==> config.mk <==
export PLATFORM = sky130hd
export DESIGN_NAME = pe_sequencer
export DESIGN_NICKNAME = d
export VERILOG_FILES = /design/src/rtl/pe_sequencer.sv
export SDC_FILE = /design/constraint.sdc
export NUM_CORES = 1
export LEC_CHECK = 0
export CORE_MARGIN = 10
export CORE_UTILIZATION = 60
export CTS_CLUSTER_SIZE = 14
export DETAILED_ROUTE_END_ITERATION = 8
export DONT_BUFFER_PORTS = 1
export PLACE_DENSITY = 0.77
export SETUP_SLACK_MARGIN = 0.4
export SLEW_MARGIN = 20
export SYNTH_ARGS = -nofsm -noshare
export SYNTH_HDL_FRONTEND = slang
export SYNTH_SLANG_ARGS = --single-unit
==> constraint.sdc <==
create_clock -name clk -period 1.8 [get_ports clk]
set_input_delay 0.18 -clock clk [delete_from_list [all_inputs] [get_ports clk]]
set_output_delay 0.18 -clock clk [all_outputs]
set_load 0.01 [all_outputs]
==> src/rtl/pe_sequencer.sv <==
module pe_sequencer #(
  parameter int AW        = 8,
  parameter int PULSE_W   = 4,
  parameter int MAX_ERASE = 6,
  parameter int MAX_PROG  = 3
) (
  input  logic          clk,
  input  logic          rst_n,
  input  logic          start_prog,
  input  logic          start_erase,
  input  logic [AW-1:0] addr_in,
  input  logic          vpp_ok,
  input  logic          suspend_req,
  input  logic          resume_req,
  input  logic          clear_status,
  input  logic          verify_ok,
  output logic          pulse_on,
  output logic          pulse_erase,
  output logic [AW-1:0] op_addr,
  output logic          ready,
  output logic          susp_flag,
  output logic          erase_err,
  output logic          prog_err,
  output logic          vpp_low
);
  localparam int MAXP = (MAX_ERASE > MAX_PROG) ? MAX_ERASE : MAX_PROG;
  localparam int TW   = (PULSE_W > 1) ? $clog2(PULSE_W) : 1;
  localparam int NW   = $clog2(MAXP + 1);

  typedef enum logic [1:0] {S_IDLE, S_PULSE, S_CHECK, S_HOLD} st_t;

  st_t           st;
  logic [TW-1:0] tcnt;
  logic [NW-1:0] npulse;
  logic          pend;

  logic [NW-1:0] lim;
  logic          start_any, at_limit, fail_end;

  assign lim       = pulse_erase ? NW'(MAX_ERASE) : NW'(MAX_PROG);
  assign start_any = (st == S_IDLE) && (start_prog || start_erase);
  assign at_limit  = (npulse == lim);
  assign fail_end  = (st == S_CHECK) && !verify_ok && at_limit;

  assign pulse_on  = (st == S_PULSE);
  assign ready     = (st == S_IDLE) || (st == S_HOLD);
  assign susp_flag = (st == S_HOLD);

  always_ff @(posedge clk) begin
    if (!rst_n) begin
      st          <= S_IDLE;
      tcnt        <= '0;
      npulse      <= '0;
      pend        <= 1'b0;
      pulse_erase <= 1'b0;
      op_addr     <= '0;
    end else begin
      case (st)
        S_IDLE: if (start_any) begin
          pulse_erase <= !start_prog;
          op_addr     <= addr_in;
          tcnt        <= '0;
          npulse      <= '0;
          pend        <= 1'b0;
          if (vpp_ok) st <= S_PULSE;
        end
        S_PULSE: begin
          if (suspend_req && pulse_erase) pend <= 1'b1;
          if (tcnt == TW'(PULSE_W - 1)) begin
            tcnt   <= '0;
            npulse <= npulse + 1'b1;
            st     <= S_CHECK;
          end else begin
            tcnt <= tcnt + 1'b1;
          end
        end
        S_CHECK: begin
          pend <= 1'b0;
          if (verify_ok || at_limit)                     st <= S_IDLE;
          else if (pulse_erase && (pend || suspend_req)) st <= S_HOLD;
          else                                           st <= S_PULSE;
        end
        S_HOLD: if (resume_req) st <= S_PULSE;
        default: st <= S_IDLE;
      endcase
    end
  end

  always_ff @(posedge clk) begin
    if (!rst_n) begin
      erase_err <= 1'b0;
      prog_err  <= 1'b0;
      vpp_low   <= 1'b0;
    end else begin
      erase_err <= (erase_err && !clear_status) || (fail_end && pulse_erase);
      prog_err  <= (prog_err  && !clear_status) || (fail_end && !pulse_erase);
      vpp_low   <= (vpp_low   && !clear_status) || (start_any && !vpp_ok);
    end
  end
endmodule

== Word-level counts from Yosys, hierarchy flattened ==
Index checks and enable logic that the tools add are counted.
Cells by class
  muxes and demuxes: 17
  add/sub/neg operators: 2
  equality and inequality tests: 10
  reductions and logical operators: 31
Operator list (count)
  2-bit 2-to-1 mux: 8
  1-bit logical AND: 11
  3-bit 2-to-1 mux: 3
  2-bit one-hot mux with 4 select lines: 1
  1-bit logical OR: 7
  2-bit == test (second input constant): 3
  2-bit != test (second input constant): 3
  3-bit one-hot mux with 2 select lines: 1
  3-bit AND reduction: 2
  1-bit logical NOT: 5
  2-bit by 1-bit != test with 1-bit output (second input constant): 2
  2-bit one-hot mux with 2 select lines: 1
  2-bit AND reduction: 2
  4-bit AND reduction: 1
  3-bit by 1-bit adder with 3-bit output (second input constant): 1
  3-bit == test: 1
  1-bit one-hot mux with 3 select lines: 1
  3-bit nonzero test: 1
  2-bit by 1-bit adder with 2-bit output (second input constant): 1
  2-bit by 1-bit == test with 1-bit output (second input constant): 1
  2-bit logical NOT: 1
  1-bit 2-to-1 mux: 2
  2-bit nonzero test: 1
Word-level totals
  bits in registers: 20
  bits of input ports: 17

== Logic depth before layout (Yosys ltp) ==
Gate-level depths: netlist of the first run.
  word-level depth: 5
  depth in mapped cells: 6
  mapped depth without buffers: 5

== Worst setup path after synthesis of the first run ==
No wires, ideal clock.
  path kind: reg-to-reg
  from: register st[0]
  to: register st[1]
  slack: 0.202 ns
  setup time: 0.088 ns
  buffers on the path: 0
  stages on the path, launching flop included: 6
  arrival: 1.509 ns
  path through: dfxtp_1 > inv_1 > ha_1 > nor2b_2 > or4_1 > o32ai_2
Between the ends
  longest elaborated chain between the ends: 4
  elaborated cells on any way between the ends: 11
  those cells by class: 7 x eq/ne; 1 x mux; 3 x reduce/logical
RTL lines
  from (decl): line 32  | st_t st;
  from (signal assigned): line 51  | st <= S_IDLE;
  from (signal assigned): line 65  | if (vpp_ok) st <= S_PULSE;
  from (signal assigned): line 72  | st <= S_CHECK;
  2-bit logical NOT: line 41, 58
  1-bit logical AND: line 41  | assign start_any = (st == S_IDLE) && (start_prog || start_erase);
  2-bit != test (no line)
  4-bit AND reduction (no line)
Several ways; a longest one is shown, not always the timed one.
A chain may end at the register's enable or synchronous reset.

== Final worst setup path of the first run ==
Same ends and word-level chain as after synthesis.

==> metrics.txt, run 1 <==
Via Count 824; Residual DRC 0; area added between synthesis and finish 22.21%; layout cell share with drive strength beyond 1 0.2479; commonest cells in the netlist dfxtp_1 (20), nor2_1 (11), mux2i_1 (9); nets 142; min cycle time layout 1568 ps; actual slew at the worst max-slew pin 481.6 ps; Tot GR Track Use 0.1146; Worst EP required 2020 ps; RSZ-0062 raised after global routing yes; Synth Flop Type dfxtp_1; Num CTS Buffers 3; final hold vios 0; antenna violations before repair 0; Max stage delay cell, worst path or4_1; TritonCTS clock tree built; max cap viols 0; clock sink count 20; Hold Path Stages 1; hold path endpoint pend; final setup fails 0; largest net degree at the start of global routing 16; Startpoint Class register; die footprint 0.003720 sq mm; adder-cell area share of the yosys netlist 0.08685; simple-gate area share of the yosys netlist 0.2134; WL final 2376 um; global-route wire length before repair 3353 um; FFs w/ async S/R, synth 0; clock tree buffer depth 2; Area contributors post-synth dfxtp_1 (40%), mux2i_1 (8.9%), ha_1 (8.7%), nor2_1 (4.1%), a21oi_1 (3.5%); DP Cell Count 121; Synth Area in Compound Gates 0.1663; Post-Syn Instances 108; Std-Cell Rows 14; Post-DP Area 0.001045 sq mm; H-tree depth 1; Crit path largest cell delay 480 ps; Synth top area share 0.3970; status finished clean; PwrDens 915.1 mW/mm^2; PortBufs 0; syn_nets 132; CP delay by family, top simple AND/OR/NAND/NOR gates; Synth Warn # 0; GPL Wtd Cong 0.7725; Post-Syn Area 0.001008 sq mm; most frequent cell after synthesis dfxtp_1; Final HPWL DP 1655 um; dominant cell type by area after synthesis dfxtp_1; vias in the first global route 732; Final Util 0.7995; multiplexer share of the synthesized area 0.08933; Mapped Avg Cell Area 9.338 sq um; Worst Path Buf+Inv 1; Die W 61.00 um; Crit Path Class register to register; diode count 0; LEAKAGE 0.4684 nW; Post-Layout Cell Count 133; crit path cell chain inv_4 > ha_4 > nor2b_2 > or4_1 > o32ai_2; number of library cell types mapped by synthesis 32; VDD IR-drop max 0.6464 mV; routed length per instance 17.86 um; Worst Setup End Kind register; slack of the worst reg-to-reg path 230 ps; Reg-to-Reg End st[1]; period utilization 0.8710; Slew Limit Fails 0; root buffer cell clkbuf_4; WHS 13.09 ps; Critical R2R Launch st[0]; Final Skew 1.459 ps; path depth of the worst reg2reg path 5; Max Clk Rate 0.6378 GHz; combinational family with the most area after synthesis simple AND/OR/NAND/NOR gates; Worst slew margin 0.6786; Worst Path Arrival 1790 ps; Min-Delay Startpoint rst_n; Synth Register Bits 20; vias per cell 6.195; post-route setup TNS 0 ps; Post-Synth XOR/XNOR Area 0; initial drt markers 14; Post-synth EDFFs 0; Skew-Pair Late Insertion Delay 300 ps; clk slew on worst S/H paths 100 ps; post-route ant nets 0; HP Class input pin to register; initial core utilization 0.6542; post-route cell area 0.001232 sq mm; grt ovf 0; CORE AREA 0.001541 sq mm; I/O pin cnt 32; die span in y 61.00 um; Pre-antenna DRT Iters 4; Seq/Total Area, Yosys 0.3970; maximum fanout along the worst path 8
## logic make-up (layout without fill, tap and decap cells)
family	Yosys count	count (layout)
simple gates	35	35
mux	9	9
compound gates	25	25
fa+ha+maj	7	7
flops	20	20
buf+inv	12	21
## sequential cells by signal, summed over array words and instances (netlist names)
name	count
op_addr	8
pulse_erase	1
npulse	3
pend	1
prog_err	1
erase_err	1
vpp_low	1
tcnt	2
st	2
## how the worst max path moves through the flow
stage                     startpoint    end  slack, ps  cells past startpoint
after floorplan                st[0]  st[1]        320                      5
after global placement         st[1]  st[1]        250                      5
after detailed placement       st[1]  st[1]        200                      5
after CTS                      st[0]  st[1]        230                      4
after global routing           st[0]  st[1]        180                      4
final                          st[0]  st[1]        230                      5
## timing repair
action	CTS	global route
buffers inserted	3	3
setup endpoints to repair	6	9
gates cloned	0	0
gates resized for setup	7	14
hold buffers	2	0
hold endpoints to repair	3	0
pin swaps	4	8
## through the flow
| stage | total power, mW | setup WS (ps) |
|---|---|---|
| CTS | 1.061 | 230.5 |
| floorplan | 0.7270 | 317.1 |
| global route | 1.185 | 181.4 |
| detailed placement | 0.7781 | 204.0 |
| global placement | 0.7691 | 253.2 |
| finish | 1.128 | 232.2 |
## cells in the final DEF, fill, tap and decap left out, types with 3 or more instances in the layout
cell type  count
ha_4           3
mux2i_1        8
a21oi_1        7
dfxtp_1       18
clkbuf_4       3
inv_1          6
buf_4          4
nor2_1        11
o21ai_1        4
ha_1           3
nand3b_1       3
## cell type report
class / instances / area (sq um)
timing repair buffer: 9 / 86.33
inverter: 8 / 35.03
multi-input combinational: 76 / 646.9
tap: 16 / 20.02
sequential: 20 / 407.9
fill: 97 / 309.0
clock buffer: 4 / 36.28
## report_power, final
group	switching (mW)	total [mW]	internal, mW
sequential	0.0463	0.525	0.479
clock	0.133	0.256	0.124
combinational	0.168	0.346	0.178
total	0.347	1.13	0.781
## metal layers
metal / wire length (um) / GRT usage / vias to the layer above
met1: 984 / 0.1351 / 382
met3: 246 / 0.06681 / 2
met2: 1138 / 0.1776 / 28
li1: - / - / 412
met4: 6 / 0.02194 / 0
met5: 0 / 0 / -
## worst register-to-register path: cells and delay by family (launching register included)
family                     cells  cell delay (ps)
AOI/OAI and AO/OA              1              200
adders and majority gates      1              180
buffers and inverters          1               50
and+or+nand+nor                2              660
DFF                            1              400
Power figures use the tool's default switching activity.
==> run 2: changes to the inputs <==
--- a/config.mk
+++ b/config.mk
@@ -5,9 +5,9 @@
 export SDC_FILE = /design/constraint.sdc
 export NUM_CORES = 1
 export LEC_CHECK = 0
+export CORE_ASPECT_RATIO = 0.8
 export CORE_MARGIN = 10
 export CORE_UTILIZATION = 60
-export CTS_CLUSTER_SIZE = 14
 export DETAILED_ROUTE_END_ITERATION = 8
 export DONT_BUFFER_PORTS = 1
 export PLACE_DENSITY = 0.77
==> run 2 against run 1 <==
Against the previous run: first-iteration DRC count is 130% higher; core utilization is 0.39 points higher; register-to-register slack hardly changed; power is 0.81% lower; clock power hardly changed; via count is 6.2% higher; worst setup slack better by 0.88 ps; worst hold slack worse by 3.2 ps; largest power group unchanged.
==> metrics.txt, run 2 (synthesized netlist as in run 1, its figures left out) <==
status finished clean; Crit path largest cell delay 530 ps (+50 ps); Residual DRC 0 (unchanged); Max Clk Rate 0.6382 GHz (about the same); number of flip-flops in the largest register 8 (unchanged); final setup fails 0 (unchanged); largest register by flop count op_addr; period utilization 0.8705 (about the same); GPL Wtd Cong 0.8993 (+16%); diode count 0 (unchanged); Die W 65.84 um (+7.9%); Hold Path Stages 2 (+1); layout cell share with drive strength beyond 1 0.2640 (+0.01614); LEAKAGE 0.5089 nW (+8.7%); root buffer cell clkbuf_4; PwrDens 864.6 mW/mm^2 (-5.5%); CP delay by family, top simple AND/OR/NAND/NOR gates; Pre-antenna DRT Iters 4 (unchanged); vias per cell 5.952 (-3.9%); die footprint 0.003731 sq mm (+0.28%); most frequent cells in the layout dfxtp_1 (18), nor2_1 (11), mux2i_1 (8); die span in y 56.67 um (-7.1%); path depth of the worst reg2reg path 5 (unchanged); nets 150 (+5.6%); Reg-to-Reg End st[1]; hold path endpoint npulse[2]; Skew-Pair Late Insertion Delay 300 ps (about the same); largest net degree at the start of global routing 16 (unchanged); clock tree buffer depth 2 (unchanged); PortBufs 0 (unchanged); initial core utilization 0.6263 (-0.02796); slack of the worst reg-to-reg path 230 ps (about the same); Worst Setup End Kind register; Tot GR Track Use 0.1335 (+0.01891); VDD IR-drop max 0.8485 mV (+31%); clock sink count 20 (unchanged); Std-Cell Rows 13 (-1); Regs by FF count op_addr x8, npulse x3; RSZ-0062 raised after global routing yes; Critical R2R Launch st[0]; Final Skew 9.395 ps (+7.936 ps); Startpoint Class register; routed length per instance 18.34 um (+2.7%); actual slew at the worst max-slew pin 476.5 ps (-5.067 ps); Worst EP required 2020 ps (about the same); crit path cell chain inv_4 > ha_4 > nand2_1 > or4_4 > o32ai_2; Min-Delay Startpoint rst_n; post-route setup TNS 0 ps (unchanged); Num CTS Buffers 3 (unchanged); max cap viols 0 (unchanged); vias in the first global route 818 (+12%); Slew Limit Fails 0 (unchanged); Worst Path Buf+Inv 1 (unchanged); most common cell after layout, fill and taps aside dfxtp_1; Final HPWL DP 1681 um (+1.6%); global-route wire length before repair 3974 um (+19%); TritonCTS clock tree built; initial drt markers 32 (+18); Via Count 875 (+6.2%); Worst Path Arrival 1790 ps (about the same); WL final 2696 um (+13%); H-tree depth 1 (unchanged); area added between synthesis and finish 28.29%; maximum fanout along the worst path 4 (-4); HP Class input pin to register; post-route ant nets 0 (unchanged); min cycle time layout 1567 ps (-0.8750 ps); grt ovf 0 (unchanged); dpl ws 205.8 ps (+1.805 ps); Worst slew margin 0.6820 (+0.003382); Crit Path Class register to register; final hold vios 0 (unchanged); Final Util 0.8034 (+0.003906); final setup margin 233.1 ps (+0.8750 ps); antenna violations before repair 0 (unchanged); Max stage delay cell, worst path or4_4; CORE AREA 0.001610 sq mm (+4.5%); clk slew on worst S/H paths 110 ps (about the same); I/O pin cnt 32 (unchanged)
## run 2: cell types whose count changed in the layout (fill, tap and decap cells not counted), sizes merged
cell	previous run	this run
buf	7	11
clkbuf	4	5
clkdlybuf4s18	0	1
dlygate4sd3	2	3
nor3b	1	2
## run 2: metrics by stage
stage                     hold WS (ps)  total power [mW]  std cells  instance area, sq um
after floorplan                  275.6            0.7270        108                  1035
after global placement           278.7            0.7694        127                  1052
after detailed placement         291.7            0.7764        127                  1052
after CTS                        3.072             1.086        144                  1235
after global routing             2.212             1.184        147                  1294
final                            9.841             1.119        147                  1294
## run 2: worst max path at each step
stage	start	end	slack [ps]	depth (start not counted)
final	st[0]	st[1]	230	5
after global routing	st[0]	st[1]	170	5
after CTS	st[0]	st[1]	230	4
after detailed placement	st[1]	st[1]	210	5
after global placement	st[1]	st[1]	250	5
after floorplan	st[0]	st[1]	320	5
## run 2: area by class of cell
| cell class | instances | area, sq um |
|---|---|---|
| clock buffer | 4 | 36.28 |
| fill | 104 | 316.6 |
| inverter | 8 | 35.03 |
| multi-input combinational | 77 | 641.9 |
| sequential | 20 | 407.9 |
| tap | 22 | 27.53 |
| timing repair buffer | 16 | 145.1 |
## run 2: per-layer routing
| metal | global-route usage | routed length (um) | vias to the layer above |
|---|---|---|---|
| met4 | 0.03049 | 38 | 0 |
| met3 | 0.06733 | 260 | 6 |
| met5 | 0 | 0 | - |
| met2 | 0.2080 | 1308 | 27 |
| met1 | 0.1579 | 1089 | 410 |
| li1 | - | - | 432 |
## run 2: timing repair
item | CTS | global route
buffers inserted | 10 | 1
pin swaps | 6 | 6
gates cloned | 1 | 1
endpoints found under the hold margin | 3 | 1
endpoints found under the setup margin | 9 | 18
hold buffers | 2 | 1
resized for setup | 8 | 9
## run 2: where the power goes
part	leakage, nW	internal [mW]	switching (mW)
logic	0.323	0.176	0.163
registers	0.165	0.479	0.0469
clock network	0.0210	0.123	0.130
total	0.509	0.778	0.340
==> run 3: changes to the inputs <==
--- a/config.mk
+++ b/config.mk
@@ -7,10 +7,11 @@
 export LEC_CHECK = 0
 export CORE_ASPECT_RATIO = 0.8
 export CORE_MARGIN = 10
-export CORE_UTILIZATION = 60
+export CORE_UTILIZATION = 55
 export DETAILED_ROUTE_END_ITERATION = 8
 export DONT_BUFFER_PORTS = 1
-export PLACE_DENSITY = 0.77
+export PLACE_DENSITY = 0.71
+export REMOVE_ABC_BUFFERS = 1
 export SETUP_SLACK_MARGIN = 0.4
 export SLEW_MARGIN = 20
 export SYNTH_ARGS = -nofsm -noshare
==> constraint.sdc (replaced) <==
create_clock -name clk -period 1.6 [get_ports clk]
set_input_delay 0.16 -clock clk [delete_from_list [all_inputs] [get_ports clk]]
set_output_delay 0.16 -clock clk [all_outputs]
set_load 0.01 [all_outputs]
==> run 3 against run 2 <==
Against the previous run: the run now ends with setup timing left; combinational power is 43% higher; count of clock-buffer cells in the layout down 1; final cell count rose by 9.5%; sequential cell count unchanged; global-route usage is 1.2 points higher; clock skew shrank 2.3 ps; critical path type unchanged; critical endpoint unchanged; largest cell class unchanged; highest routed layer unchanged.
==> metrics.txt, run 3 (synthesized netlist as in run 1, its figures left out) <==
largest net degree at the start of global routing 16 (unchanged); most frequent cells in the layout dfxtp_1 (18), buf_4 (15), nor2_1 (11); Startpoint Class register; Pre-antenna DRT Iters 4 (unchanged); Top Layer Used met4; vias per cell 5.994 (+0.70%); die footprint 0.003957 sq mm (+6.1%); PwrDens 1004 mW/mm^2 (+16%); CP delay by family, top simple AND/OR/NAND/NOR gates; crit path cell chain buf_6 > ha_4 > nor2b_4 > or4_4 > o32ai_2; met2 wire length 1536 um (+17%); failing checks setup timing; root buffer cell clkbuf_4; routed length per instance 19.62 um (+7.0%); Crit path largest cell delay 520 ps (about the same); VDD IR-drop max 0.9905 mV (+17%); Worst Path Buf+Inv 1 (unchanged); LEAKAGE 0.5910 nW (+16%); final hold vios 0 (unchanged); register area 405.4 sq um (-0.61%); Crit Path Class register to register; global-route wire length before repair 4574 um (+15%); Tot GR Track Use 0.1453 (+0.01171); Max Clk Rate 0.6061 GHz (-5.0%); post-route ant nets 0 (unchanged); DP Cell Count 139 (+9.4%); final setup fails 1 (+1); die span in y 58.30 um (+2.9%); PortBufs 0 (unchanged); nets 164 (+9.3%); min cycle time layout 1650 ps (+83.04 ps); maximum fanout along the worst path 3 (-1); RSZ-0062 raised after global routing yes; Max stage delay cell, worst path or4_4; Final HPWL DP 1913 um (+14%); H-tree depth 1 (unchanged); WL final 3159 um (+17%); Worst slew margin 0.6760 (-0.006019); initial core utilization 0.6019 (-0.02432); Num CTS Buffers 3 (unchanged); vias in the first global route 915 (+12%); Fillers 76 (-27%); post-route cell area 0.001478 sq mm (+14%); Residual DRC 0 (unchanged); clk slew on worst S/H paths 120 ps (about the same); clock sink count 20 (unchanged); Skew-Pair Late Insertion Delay 310 ps (about the same); antenna violations before repair 0 (unchanged); Slew Limit Fails 0 (unchanged); actual slew at the worst max-slew pin 485.5 ps (+9.018 ps); layout cell share with drive strength beyond 1 0.3525 (+0.08852); Post-Layout Cell Count 161 (+9.5%); Via Count 965 (+10%); area added between synthesis and finish 46.53%; final setup margin -49.97 ps (-283.0 ps); met1 wire length 1226 um (+13%); Die W 67.88 um (+3.1%); I/O pin cnt 32 (unchanged); clock tree buffer depth 2 (unchanged); largest register by flop count op_addr; most common cell after layout, fill and taps aside dfxtp_1; HP Class input pin to register; met3 routed WL 308 um (+18%); Regs by FF count op_addr x8, npulse x3; Worst Path Arrival 1860 ps (+70 ps); GPL Wtd Cong 0.8754 (-2.7%); max cap viols 0 (unchanged); number of flip-flops in the largest register 8 (unchanged); Final Skew 7.068 ps (-2.327 ps); period utilization 1.031 (+0.1607); Post-DP Area 0.001116 sq mm (+6.1%); grt ovf 0 (unchanged); Std-Cell Rows 13 (unchanged); initial drt markers 60 (+88%); status finished, violations left; WHS 10.28 ps (+0.4410 ps); Worst Setup End Kind register; Worst EP required 1810 ps (-210 ps); diode count 0 (unchanged); CORE AREA 0.001675 sq mm (+4.0%); Total Power 1.484 mW (+33%); area of the multi-input gates 680.7 sq um (+6.0%); TritonCTS clock tree built
==> run 3: changes by cell type in the layout (fill, tap and decap cells not counted), sizes merged <==
cell / before / now
buf: 11 / 22
bufinv: 0 / 1
nor3b: 2 / 1
clkdlybuf4s18: 1 / 0
dlygate4sd3: 3 / 9
clkbuf: 5 / 3
==> run 3: power breakdown <==
part           switching [mW]  internal (mW)  leakage (nW)  total (mW)
combinational           0.228          0.256         0.398       0.484
clock                   0.159          0.253        0.0279       0.413
sequential             0.0490          0.538         0.165       0.587
total                   0.436           1.05         0.591        1.48
==> run 3: final cells by class <==
class | count | share of cell area
clock buffer | 3 | 0.01524
clock inverter | 1 | 0.02032
inverter | 8 | 0.02032
multi-input combinational | 76 | 0.4606
sequential | 20 | 0.2743
tap | 22 | 0.01863
timing repair buffer | 31 | 0.1905
==> run 3: final timing paths <==
path / from / endpoint / slack [ps] / cells after the start
max: st[1] / st[1] / -50 / 5
min: addr_in[0] / op_addr[0] / 10 / 2
max reg2reg: st[1] / st[1] / -50 / 5
min reg2reg: tcnt[1] / tcnt[1] / 520 / 2
==> run 3: worst register-to-register path: stages, from the launching register on <==
cell and delay [ps]:
dfxtp_4 380, buf_6 120, ha_4 140, nor2b_4 120, or4_4 520, o32ai_2 260
==> run 3: stage by stage <==
stage	setup slack [ps]	util	setup TNS, ps
final	-49.97	0.8820	-49.97
after global routing	-72.94	0.8820	-72.94
after global placement	32.34	0.6662	0
after detailed placement	-25.90	0.6662	-50.10
after floorplan	-29.32	-	-29.98
after CTS	57.82	0.8125	0
==> run 3: metal layers <==
layer,track usage,up-vias
met5,0,-
met4,0.01433,0
met3,0.06805,10
met2,0.2316,44
met1,0.1803,454
li1,-,457
==> run 3: repair_timing <==
action	CTS	global route
hold buffers	8	1
setup buffers	5	4
hold endpoints to repair	12	1
pin swaps	2	3
gates resized for setup	20	17
setup endpoints to repair	22	22
cloned	0	0
